File: src/rtl/srx_pkg.sv
package srx_pkg;
  typedef enum logic [2:0] {
    S_IDLE, S_START, S_DATA, S_PAR, S_STOP
  } rx_state_e;

  typedef struct packed {
    logic [1:0] len;
    logic       par_en;
    logic       par_odd;
  } rx_cfg_t;

  localparam rx_cfg_t CFG_RESET = '{len: 2'b11, par_en: 1'b0, par_odd: 1'b0};
endpackage

File: src/rtl/srx_cfg_reg.sv
module srx_cfg_reg
  import srx_pkg::*;
(
  input  logic       clk,
  input  logic       rst_n,
  input  logic       strobe,
  input  logic [1:0] len,
  input  logic       par_en,
  input  logic       par_odd,
  output rx_cfg_t    cfg_q
);
  always_ff @(posedge clk) begin
    if (!rst_n)      cfg_q <= CFG_RESET;
    else if (strobe) cfg_q <= '{len: len, par_en: par_en, par_odd: par_odd};
  end
endmodule

File: src/rtl/srx_frame.sv
module srx_frame
  import srx_pkg::*;
#(
  parameter int DATA_W = 8,
  parameter int OVS    = 16
) (
  input  logic              clk,
  input  logic              rst_n,
  input  logic              tick,
  input  logic              rxd,
  input  rx_cfg_t           cfg,
  output logic              done,
  output logic [DATA_W-1:0] data,
  output logic              par_err,
  output logic              frm_err
);
  localparam int CNT_W   = $clog2(OVS);
  localparam int IDX_W   = $clog2(DATA_W);
  localparam int MIN_LEN = DATA_W - 3;
  localparam int HALF    = OVS / 2;

  rx_state_e         state;
  logic [CNT_W-1:0]  cnt;
  logic [IDX_W-1:0]  idx;
  logic [DATA_W-1:0] sr;
  logic              prev;
  logic              pbit;
  rx_cfg_t           lat;
  logic [IDX_W:0]    nbits;
  logic              at_center;

  assign nbits     = (IDX_W+1)'(MIN_LEN) + (IDX_W+1)'(lat.len);
  assign at_center = (cnt == CNT_W'(OVS-1));

  always_ff @(posedge clk) begin
    if (!rst_n) begin
      state <= S_IDLE;
      cnt   <= '0;
      idx   <= '0;
      sr    <= '0;
      prev  <= 1'b1;
      pbit  <= 1'b0;
      lat   <= CFG_RESET;
    end else if (tick) begin
      prev <= rxd;
      case (state)
        S_IDLE: begin
          if (prev && !rxd) begin
            state <= S_START;
            cnt   <= '0;
            lat   <= cfg;
            sr    <= '0;
          end
        end
        S_START: begin
          if (cnt == CNT_W'(HALF-1)) begin
            cnt <= '0;
            idx <= '0;
            state <= rxd ? S_IDLE : S_DATA;
          end else begin
            cnt <= cnt + 1'b1;
          end
        end
        S_DATA: begin
          if (at_center) begin
            cnt <= '0;
            sr  <= {rxd, sr[DATA_W-1:1]};
            if ({1'b0, idx} == nbits - 1'b1)
              state <= lat.par_en ? S_PAR : S_STOP;
            else
              idx <= idx + 1'b1;
          end else begin
            cnt <= cnt + 1'b1;
          end
        end
        S_PAR: begin
          if (at_center) begin
            cnt   <= '0;
            pbit  <= rxd;
            state <= S_STOP;
          end else begin
            cnt <= cnt + 1'b1;
          end
        end
        S_STOP: begin
          if (at_center) begin
            cnt   <= '0;
            state <= S_IDLE;
          end else begin
            cnt <= cnt + 1'b1;
          end
        end
        default: state <= S_IDLE;
      endcase
    end
  end

  assign done    = tick && (state == S_STOP) && at_center;
  assign data    = sr >> (DATA_W - int'(nbits));
  assign frm_err = !rxd;
  assign par_err = lat.par_en && ((^data ^ pbit) != lat.par_odd);

  AST_HOLD_WITHOUT_TICK: assert property (@(posedge clk) disable iff (!rst_n)
    !tick |=> $stable(state));
  AST_GLITCH_DROPPED: assert property (@(posedge clk) disable iff (!rst_n)
    (tick && state == S_START && cnt == CNT_W'(HALF-1) && rxd) |=> state == S_IDLE);
  AST_SHORT_UPPER_ZERO: assert property (@(posedge clk) disable iff (!rst_n)
    (done && lat.len == 2'b00) |-> (data >> MIN_LEN) == '0);
endmodule

File: src/rtl/srx_hold.sv
module srx_hold #(
  parameter int DATA_W = 8
) (
  input  logic              clk,
  input  logic              rst_n,
  input  logic              done,
  input  logic [DATA_W-1:0] data_in,
  input  logic              perr_in,
  input  logic              ferr_in,
  input  logic              clr,
  output logic [DATA_W-1:0] data_q,
  output logic              avail_q,
  output logic              perr_q,
  output logic              ferr_q,
  output logic              ovr_q
);
  always_ff @(posedge clk) begin
    if (!rst_n) begin
      data_q  <= '0;
      avail_q <= 1'b0;
      perr_q  <= 1'b0;
      ferr_q  <= 1'b0;
      ovr_q   <= 1'b0;
    end else if (done) begin
      data_q  <= data_in;
      avail_q <= 1'b1;
      perr_q  <= perr_in;
      ferr_q  <= ferr_in;
      ovr_q   <= avail_q && !clr;
    end else if (clr) begin
      avail_q <= 1'b0;
    end
  end

  AST_AVAIL_AFTER_DONE: assert property (@(posedge clk) disable iff (!rst_n)
    done |=> avail_q);
  AST_CLEAR_DROPS_AVAIL: assert property (@(posedge clk) disable iff (!rst_n)
    (!done && clr) |=> !avail_q);
  AST_OVERRUN_FLAGGED: assert property (@(posedge clk) disable iff (!rst_n)
    (done && avail_q && !clr) |=> ovr_q);
endmodule

File: src/rtl/serial_rx.sv
module serial_rx
  import srx_pkg::*;
#(
  parameter int DATA_W = 8,
  parameter int OVS    = 16
) (
  input  logic              clk,
  input  logic              rst_n,
  input  logic              tick,
  input  logic              rxd,
  input  logic              cfg_strobe,
  input  logic [1:0]        cfg_len,
  input  logic              cfg_par_en,
  input  logic              cfg_par_odd,
  input  logic              data_oe,
  output logic [DATA_W-1:0] rd_data,
  output logic              data_avail,
  input  logic              clr_avail,
  input  logic              stat_oe,
  output logic              par_err,
  output logic              frm_err,
  output logic              overrun
);
  rx_cfg_t           cfg_q;
  logic              f_done, f_perr, f_ferr;
  logic [DATA_W-1:0] f_data, h_data;
  logic              h_perr, h_ferr, h_ovr;

  srx_cfg_reg u_cfg (
    .clk(clk), .rst_n(rst_n), .strobe(cfg_strobe), .len(cfg_len),
    .par_en(cfg_par_en), .par_odd(cfg_par_odd), .cfg_q(cfg_q)
  );

  srx_frame #(.DATA_W(DATA_W), .OVS(OVS)) u_frame (
    .clk(clk), .rst_n(rst_n), .tick(tick), .rxd(rxd), .cfg(cfg_q),
    .done(f_done), .data(f_data), .par_err(f_perr), .frm_err(f_ferr)
  );

  srx_hold #(.DATA_W(DATA_W)) u_hold (
    .clk(clk), .rst_n(rst_n), .done(f_done), .data_in(f_data),
    .perr_in(f_perr), .ferr_in(f_ferr), .clr(clr_avail),
    .data_q(h_data), .avail_q(data_avail), .perr_q(h_perr),
    .ferr_q(h_ferr), .ovr_q(h_ovr)
  );

  assign rd_data = data_oe ? h_data : '0;
  assign par_err = stat_oe & h_perr;
  assign frm_err = stat_oe & h_ferr;
  assign overrun = stat_oe & h_ovr;
endmodule

File: config.mk
export PLATFORM = sky130hd
export DESIGN_NAME = serial_rx
export DESIGN_NICKNAME = d
export VERILOG_FILES = /design/src/rtl/srx_pkg.sv /design/src/rtl/srx_cfg_reg.sv /design/src/rtl/srx_frame.sv /design/src/rtl/srx_hold.sv /design/src/rtl/serial_rx.sv
export SDC_FILE = /design/constraint.sdc
export NUM_CORES = 1
export LEC_CHECK = 0
export ABC_AREA = 1
export BUFFER_PORTS_ARGS = -buffer_cell sky130_fd_sc_hd__buf_4
export CAP_MARGIN = 5
export CORE_MARGIN = 1
export CORE_UTILIZATION = 40
export CTS_CLUSTER_DIAMETER = 100
export DETAILED_ROUTE_END_ITERATION = 6
export PLACE_DENSITY = 0.64
export SYNTH_ARGS = -nofsm -noshare
export SYNTH_HDL_FRONTEND = slang
export SYNTH_SLANG_ARGS = --single-unit
File: constraint.sdc
create_clock -name clk -period 2 [get_ports clk]
set_clock_uncertainty 0.2 [all_clocks]
set_input_delay 0 -clock clk [delete_from_list [all_inputs] [get_ports clk]]
set_output_delay 0 -clock clk [all_outputs]
set_load 0.03 [all_outputs]
==> results of run 1 <==
[sequential cells by signal, summed over array words and instances, names as in the netlist, 3 cells and up]
register,cells
u_frame.sr,8
u_hold.data_q,8
u_cfg.cfg_q,4
u_frame.cnt,4
u_frame.lat,4
u_frame.idx,3
u_frame.state,3
[worst max-delay path by stage]
stage / start / endpoint / slack (ns) / depth (start not counted)
floorplan: u_frame.cnt[0] / u_frame.idx[0] / 0.32 / 8
global placement: u_frame.cnt[0] / u_hold.data_q[1] / 0.14 / 10
detailed placement: u_frame.cnt[0] / u_hold.data_q[0] / 0.09 / 10
CTS: u_frame.cnt[0] / u_hold.data_q[0] / 0.07 / 10
global route: u_frame.cnt[1] / u_hold.perr_q / -0.003 / 11
finish: cfg_len[1] / u_cfg.cfg_q[3] / 0.07 / 6
[cell usage in the layout (no fill, tap or decap)]
| master | instances |
|---|---|
| nand2_1 | 109 |
| dfxtp_1 | 39 |
| inv_1 | 37 |
| nand3_1 | 31 |
| a21oi_1 | 28 |
| buf_4 | 26 |
| nor2_1 | 22 |
| o21ai_0 | 21 |
| dlygate4sd3_1 | 16 |
| nand2_2 | 13 |
| clkbuf_8 | 7 |
| inv_2 | 6 |
| a211oi_1 | 6 |
| nor2_4 | 3 |
| nand3_2 | 3 |
| nand4_1 | 3 |
| xnor2_1 | 3 |
| xor2_1 | 3 |
| nor2_2 | 2 |
| a21oi_2 | 2 |
| ha_1 | 2 |
| inv_4 | 1 |
| o22ai_1 | 1 |
| nand2_4 | 1 |
| a311oi_1 | 1 |
| o211ai_1 | 1 |
| nor3_1 | 1 |
| bufinv_16 | 1 |
| buf_6 | 1 |
| buf_12 | 1 |
| dfxtp_2 | 1 |
[worst max-delay path: stages]
cell and delay [ns]:
dlygate4sd3_1 0.54, buf_4 0.14, nand2_1 0.05, dlygate4sd3_1 0.53, nand3_1 0.08, dlygate4sd3_1 0.57
[metal layers]
layer  routed length (um)  GRT usage (%)  share of wire (%)  vias to the layer above
met4                   62           5.85                1.2                        0
li1                     -              -                  -                     1208
met2                 2320           31.2                 46                       33
met3                  139           3.18                2.8                        7
met5                    0              0                  0                        -
met1                 2490           23.0                 50                      999
[through the flow]
| stage | hold WS (ns) | instance area (um^2) |
|---|---|---|
| after CTS | 0.120 | 2790 |
| after global placement | 0.0141 | 2500 |
| after global routing | 0.140 | 2820 |
| final | 0.118 | 2820 |
| after detailed placement | 0.0158 | 2500 |
| after floorplan | -0.110 | 2290 |
[kinds of logic (layout without fill, tap and decap cells)]
group | Yosys count | after routing
AOI/OAI and AO/OA | 60 | 60
xor gates and xnor gates | 6 | 6
adders and majority gates | 2 | 2
buffers and inverters | 58 | 96
DFF | 40 | 40
and+or+nand+nor | 188 | 188
[cell type report]
type	instances	area share, %
inverter	44	5.95
multi-input combinational	256	44.2
clock buffer	7	3.42
clock inverter	1	1.06
timing repair buffer	44	13.7
sequential	40	28.4
tap	72	3.19
[repair_timing]
item,4_1_cts,5_1_grt
endpoints found under the hold margin,24,0
resized for setup,0,9
setup endpoints to repair,0,17
hold buffers,16,0
[power by group through the flow]
stage	sequential, mW	clock (mW)	combinational (mW)
4_1_cts	0.964	0.739	0.961
3_3_place_gp	0.984	0	0.922
6_report	0.967	0.726	0.978
2_1_floorplan	0.955	0	0.787
5_1_grt	0.976	0.773	1.12
3_5_place_dp	0.982	0	0.931
==> flow_summary.json, run 1 <==
{
  "htreeDepth": 2,
  "slew_violations": 0,
  "hold_path.class": "primary input to primary output",
  "end_kind": "flop",
  "p_int_mw": 1.68,
  "comb_power_share_pct": 36.6,
  "cts.reportedPaths.clkPinSlew_ns": 0.08,
  "root_buffer": "clkbuf_8",
  "area_growth_pct": 23.2,
  "die_area_um2": 6030,
  "gp_congestion": 0.783,
  "seqCellArea_um2": 802,
  "die_y_um": 77.6,
  "cts.sinks": 40,
  "synth_area_um2": 2290,
  "yosys-top-cells-area": "dfxtp_1 (35%), nand2_1 (18%), nand3_1 (6.8%)",
  "grt_pass1_vias": 2003,
  "drc": 0,
  "placed_cells": 439,
  "power_density_nw_per_um2": 947,
  "p_total_mw": 2.67,
  "synthFlopType": "dfxtp_1",
  "ys_seq_area_share_pct": 35.0,
  "finalSetupViolCount": 0,
  "ioPinCount": 24,
  "min_from": "stat_oe",
  "post-route-period-util_pct": 96.5,
  "synthCells": 354,
  "avgViaCountPerCell": 4.84,
  "vias": 2247,
  "muxShareOfSynthArea_pct": 0,
  "ys_types": 28,
  "routedWlPerCell_um": 10.8,
  "final_util_pct": 51.2,
  "crit_type": "primary input to flop",
  "post_cts_buffers": 0,
  "fin_cells": 464,
  "tightestPinTransition_ns": 0.733,
  "antenna_found_initial": 0,
  "synth_top_family_by_area": "simple AND/OR/NAND/NOR gates",
  "clk_latency_ns": 0.29,
  "synth_xor_area_share_pct": 2.30,
  "power_frac_seq_pct": 36.2,
  "die_w_um": 77.6,
  "portBuffers": 23,
  "synth.top_cell.area_share_pct": 35.0,
  "drt_iter0_drc": 80,
  "grt_max_degree": 22,
  "tns_ns": 0,
  "fmax_ghz": 0.518,
  "coreArea_um2": 5510,
  "wl_um": 5010,
  "r2r_setup_slack_ns": 0.17,
  "critPathMaxFanout": 1,
  "p_sw_share_pct": 37.2,
  "clock_path_buffers": 2,
  "ys_seq_elements": 40,
  "rows": 27,
  "synth-edff-count": 0,
  "arrival_ns": 1.91,
  "post-route-min-period_ns": 1.93,
  "synth-simple-area-share_pct": 36.0,
  "clkPwrFrac_pct": 27.2,
  "synth-compound-area-share_pct": 14.3,
  "status": "finished clean",
  "track_usage_pct": 18.2,
  "p_leak_nw": 1.34,
  "drive_gt1_share_pct": 17.3,
  "synth_fa_ha_area_share_pct": 1.09,
  "multi_input_area_um2": 1250,
  "hold_depth": 4,
  "tritoncts": "built",
  "antenna_left": 0,
  "hold_viol": 0,
  "grt_pass1_wl_um": 8850,
  "whs_endpoint": "overrun",
  "max_cap_viol_count": 0,
  "dr.pass1.iters": 4,
  "power.switching_mw": 0.994,
  "slew_headroom_pct": 51.1,
  "ys_async_sr_fraction_pct": 0,
  "yosys-top-cells-count": "nand2_1 (109), dfxtp_1 (40), inv_1 (38), nand3_1 (31), a21oi_1 (29)",
  "initial_core_util_pct": 41.6,
  "synth_top_cell_by_area": "dfxtp_1",
  "synth.most_common_cell": "nand2_1",
  "final.fill_count": 528,
  "synth_nets": 368,
  "worst_r2r_endpoint": "u_hold.perr_q",
  "cp.required_ns": 1.98,
  "cts_inserted_buffers": 5,
  "ir_drop_v": 0.000610,
  "cp-start-kind": "primary input",
  "rr_startpoint": "u_frame.cnt[1]",
  "overflow": 0,
  "hpwl_um": 3460,
  "final.setup.worst_slack_ns": 0.0705,
  "avgSynthCellArea_um2": 6.46,
  "nNetsFinal": 405,
  "num_antenna_cells": 0,
  "synth_warnings": 0,
  "reg2regPathDepth": 11,
  "pre_cts_slack_ns": 0.0935
}
(Power assumes the default switching activity.)
==> run 2, diff against run 1 <==
- ABC_AREA: 1 -> default
- CTS_CLUSTER_DIAMETER: 100 -> default
==> flow_summary.json, run 2 <==
{
  "synthCells": 244,
  "fin_cells": 352,
  "synth_nets": 258,
  "synth-edff-count": 0,
  "antenna_left": 0,
  "nNetsFinal": 298,
  "final_cell_mix": "dfxtp_1 (36), nand2_1 (35), buf_4 (35)",
  "crit_start": "u_frame.lat[2]",
  "worst_r2r_endpoint": "u_hold.perr_q",
  "yosys-top-cells-count": "dfxtp_1 (40), nand2_1 (35), a21oi_1 (30), nor2_1 (17), nand3_1 (13)",
  "tns_ns": 0,
  "coreArea_um2": 4850,
  "cts_inserted_buffers": 5,
  "ys_seq_area_share_pct": 38.8,
  "ys_async_sr_fraction_pct": 0,
  "synthFlopType": "dfxtp_1",
  "p_leak_nw": 1.05,
  "num_antenna_cells": 0,
  "slew_violations": 0,
  "end_kind": "flop",
  "synth.top_cell.area_share_pct": 38.8,
  "power_density_nw_per_um2": 592,
  "critPathMaxFanout": 7,
  "ir_drop_v": 0.000353,
  "track_usage_pct": 18.2,
  "hpwl_um": 2990,
  "grt_max_degree": 29,
  "reg2regPathDepth": 5,
  "crit_path_end": "u_hold.perr_q",
  "ys_types": 44,
  "vias": 1795,
  "slew_headroom_pct": 77.5,
  "htreeDepth": 2,
  "drt_iter0_drc": 104,
  "avgViaCountPerCell": 5.10,
  "status": "finished clean",
  "post_cts_buffers": 0,
  "antenna_found_initial": 0,
  "rows": 25,
  "drc": 0,
  "cp.required_ns": 2.02,
  "crit_type": "flop to flop",
  "synth.most_common_cell": "dfxtp_1",
  "fmax_ghz": 0.528,
  "ys_seq_elements": 40,
  "cts.reportedPaths.clkPinSlew_ns": 0.07,
  "tritoncts": "built",
  "r2r_setup_slack_ns": 0.11,
  "arrival_ns": 1.92,
  "routedWlPerCell_um": 12.4,
  "finalSetupViolCount": 0,
  "initial_core_util_pct": 42.6,
  "tightestPinTransition_ns": 0.335,
  "dr.pass1.iters": 4,
  "hold_viol": 0,
  "max_cap_viol_count": 0,
  "post-route-min-period_ns": 1.89,
  "hold_path.class": "primary input to primary output",
  "holdWs_ns": 0.143,
  "portBuffers": 23,
  "synth_warnings": 0,
  "die_w_um": 73.8,
  "avgSynthCellArea_um2": 8.46,
  "clock_path_buffers": 2,
  "ioPinCount": 24,
  "grt_pass1_wl_um": 7420,
  "clk_latency_ns": 0.29,
  "area_growth_pct": 24.3,
  "rsz0062_at_grt": "false",
  "synth_top_cell_by_area": "dfxtp_1",
  "grt_pass1_vias": 1586,
  "rr_startpoint": "u_frame.lat[2]",
  "die_y_um": 73.8,
  "die_area_um2": 5450,
  "yosys-top-cells-area": "dfxtp_1 (39%), a21oi_1 (7.3%), nand2_1 (6.4%)",
  "pre_cts_slack_ns": 0.00472,
  "cts.sinks": 40,
  "root_buffer": "clkbuf_8",
  "final.setup.worst_slack_ns": 0.107,
  "drive_gt1_share_pct": 17.9,
  "synth_area_um2": 2060,
  "post-route-period-util_pct": 94.6,
  "placed_cells": 331,
  "final_common_cell": "dfxtp_1",
  "overflow": 0,
  "gp_congestion": 0.792,
  "wl_um": 4380,
  "largestRegisters": "u_frame.sr (8), u_hold.data_q (8)",
  "cp-start-kind": "flop"
}
[run 2: cell count changes in the layout (fill, tap and decap cells not counted), moves of 12 or more]
cell	change
nand3_1	-18
nand2_2	-13
mux2i_1	+12
o21ai_0	-13
inv_1	-31
nand2_1	-74
[run 2: timing repair]
item	4_1_cts	5_1_grt
endpoints found under the setup margin	1	6
endpoints found under the hold margin	18	0
hold buffers	17	0
gates resized for setup	1	5
[run 2: kinds of logic (layout without fill, tap and decap cells)]
| family | Yosys count | in the layout | share of synthesized area (%) |
|---|---|---|---|
| compound gates | 50 | 50 | 13.7 |
| simple gates | 106 | 106 | 26.0 |
| mux | 17 | 17 | 11.5 |
| flops | 40 | 40 | 38.8 |
| fa+ha+maj | 2 | 2 | 1.21 |
| buf+inv | 21 | 62 | 4.79 |
| xor+xnor | 8 | 8 | 4.06 |
[run 2: routing by layer]
metal  wire, um  GRT usage (%)
met1       2140           23.0
met2       2030           30.0
met3        112           3.29
met4         93           8.33
met5          0              0
[run 2: final cells by class]
type	instances	area [um^2]
timing repair buffer	48	393
sequential	40	806
tap	67	83.8
fill	474	2280
inverter	6	22.5
clock buffer	8	90.1
multi-input combinational	183	1170
[run 2: report_power, final]
group	total (mW)	internal (mW)	leakage, nW	switching (mW)
logic	0.144	0.0730	0.680	0.0710
registers	0.819	0.808	0.325	0.0113
clock network	0.556	0.281	0.0455	0.274
[run 2: worst min path at each step]
stage	from	endpoint	slack [ns]	cells past startpoint
2_1_floorplan	rxd	u_hold.ferr_q	-0.10	1
3_5_place_dp	cfg_len[1]	u_cfg.cfg_q[3]	0.02	3
5_1_grt	stat_oe	par_err	0.16	3
4_1_cts	stat_oe	overrun	0.14	3
6_report	stat_oe	overrun	0.14	3
3_3_place_gp	cfg_len[1]	u_cfg.cfg_q[3]	0.01	3
[run 2: critical path: stages, from the launching register on]
cell,delay [ns]
dfxtp_2,0.41
mux4_1,0.61
xnor2_1,0.23
xnor2_1,0.16
nand4bb_1,0.11
o211ai_1,0.09
[run 2: per-stage QoR]
| step | instance area (um^2) | util (%) | power (mW) |
|---|---|---|---|
| finish | 2570 | 52.9 | 1.52 |
| global route | 2570 | 52.9 | 1.59 |
| CTS | 2600 | 53.5 | 1.54 |
| detailed placement | 2330 | 48.2 | 0.959 |
| global placement | 2330 | 48.2 | 0.957 |
| floorplan | 2060 | - | 0.913 |
==> run 3, diff against run 2 <==
- BUFFER_PORTS_ARGS: -buffer_cell sky130_fd_sc_hd__buf_4 -> default
- DONT_BUFFER_PORTS: default -> 1
- PLACE_DENSITY: 0.64 -> 0.6
- RECOVER_POWER: default -> 25
==> flow_summary.json, run 3 (same netlist as run 2, synthesis figures left out) <==
{
  "status": "finished clean",
  "vias": 1747,
  "antenna_found_initial": 0,
  "antenna_left": 0,
  "power_frac_seq_pct": 54.1,
  "die_y_um": 73.8,
  "path_common_cell": "xnor2_1",
  "finalSetupViolCount": 0,
  "placed_cells": 311,
  "arrival_ns": 1.91,
  "p_total_mw": 1.51,
  "cp_cell_sequence": "mux4_1, xnor2_1, xnor2_1, nand4bb_1, o211ai_1",
  "cts_inserted_buffers": 5,
  "htreeDepth": 2,
  "clock_path_buffers": 2,
  "p_sw_share_pct": 24.0,
  "pre_cts_slack_ns": 0.0369,
  "clk_latency_ns": 0.30,
  "track_usage_pct": 18.3,
  "clkPwrFrac_pct": 37.1,
  "tightestPinTransition_ns": 0.561,
  "cp.required_ns": 2.02,
  "drc": 0,
  "slew_headroom_pct": 62.5,
  "slew_violations": 0,
  "fmax_ghz": 0.527,
  "crit_type": "flop to flop",
  "routedWlPerCell_um": 13.1,
  "die_area_um2": 5450,
  "nNetsFinal": 278,
  "post-route-min-period_ns": 1.90,
  "gp_congestion": 0.797,
  "critPathBufInv": 0,
  "area_growth_pct": 17.9,
  "cts.sinks": 40,
  "root_buffer": "clkbuf_8",
  "critPathMaxFanout": 6,
  "stdcell_area_um2": 2430,
  "final_cell_mix": "dfxtp_1 (37), nand2_1 (35), a21oi_1 (30)",
  "hold_viol": 0,
  "wl_um": 4350,
  "ir_drop_v": 0.000291,
  "portBuffers": 0,
  "power_density_nw_per_um2": 621,
  "drt_iter0_drc": 95,
  "rsz0062_at_grt": "true",
  "hpwl_um": 3050,
  "final.setup.worst_slack_ns": 0.104,
  "avgViaCountPerCell": 5.26,
  "initial_core_util_pct": 42.6,
  "grt_pass1_wl_um": 7490,
  "ioPinCount": 24,
  "cts.reportedPaths.clkPinSlew_ns": 0.08,
  "grt_pass1_vias": 1618,
  "power.switching_mw": 0.362,
  "critical_path.top_delay_family": "multiplexers",
  "post_cts_buffers": 0,
  "slowest_stage": "mux4_1",
  "overflow": 0,
  "rows": 25,
  "fin_cells": 332,
  "post-route-period-util_pct": 94.8,
  "p_int_mw": 1.15,
  "tritoncts": "built",
  "hold_path.class": "primary input to flop",
  "cpPeakStageDelay_ns": 0.62,
  "dpl_cell_area_um2": 2200,
  "die_w_um": 73.8,
  "p_leak_nw": 0.943,
  "cp-start-kind": "flop",
  "coreArea_um2": 4850,
  "dr.pass1.iters": 4,
  "max_cap_viol_count": 0,
  "grt_max_degree": 18,
  "num_antenna_cells": 0,
  "comb_power_share_pct": 8.8,
  "final_common_cell": "dfxtp_1",
  "end_kind": "flop",
  "largestRegisters": "u_frame.sr (8), u_hold.data_q (8)",
  "drive_gt1_share_pct": 12.5
}
## run 3: cell count changes in the layout (fill, tap and decap cells not counted), moves of 2 or more
cell      delta
buf_4       -21
clkbuf_1     -2
clkinv_2     +2
and2_0      +10
and2_1      -10
## run 3: stage by stage
stage	hold WS, ns	TNS, ns	util (%)
after detailed placement	-0.134	0	45.3
after global routing	0.0507	-0.0172	50.2
after floorplan	-0.104	0	-
after CTS	0.00480	0	49.7
after global placement	-0.135	0	45.3
final	0.00789	0	50.2
## run 3: final timing paths
| check | from | to | slack [ns] | cells after the start |
|---|---|---|---|---|
| worst max-delay path | u_frame.lat[2] | u_hold.perr_q | 0.10 | 5 |
| worst min-delay path | rxd | u_frame.state[2] | 0.008 | 5 |
| worst max register to register | u_frame.lat[2] | u_hold.perr_q | 0.10 | 5 |
| worst min register to register | u_hold.data_q[7] | u_hold.data_q[7] | 0.25 | 2 |
## run 3: power groups by stage
stage / logic, mW / registers [mW] / clock network, mW
floorplan: 0.0809 / 0.832 / 0
global placement: 0.102 / 0.836 / 0
detailed placement: 0.103 / 0.836 / 0
CTS: 0.130 / 0.818 / 0.581
global route: 0.148 / 0.820 / 0.621
finish: 0.133 / 0.818 / 0.561
## run 3: worst min-delay path, delay by kind of cell
family / cells / cell delay [ns]
compound gates: 2 / 0.25
simple gates: 3 / 0.21
## run 3: area by class of cell
cell class / count / area, um^2
Clock buffer: 6 / 82.6
Inverter: 6 / 22.5
Sequential cell: 40 / 805
Tap cell: 67 / 83.8
Timing Repair Buffer: 28 / 255
Fill cell: 489 / 2410
Clock inverter: 2 / 10.0
Multi-Input combinational cell: 183 / 1180
## run 3: metal layers
layer	vias to the layer above	GRT usage, %	wire length, um
met5	-	0	0
met4	0	7.05	66
met3	6	4.66	122
met2	31	29.1	1920
met1	811	23.7	2240
li1	899	-	-
## run 3: timing repair
action                                  4_1_cts  5_1_grt
endpoints found under the setup margin        0        8
hold buffers                                 12        1
endpoints found under the hold margin        29        3
resized for setup                             0        6
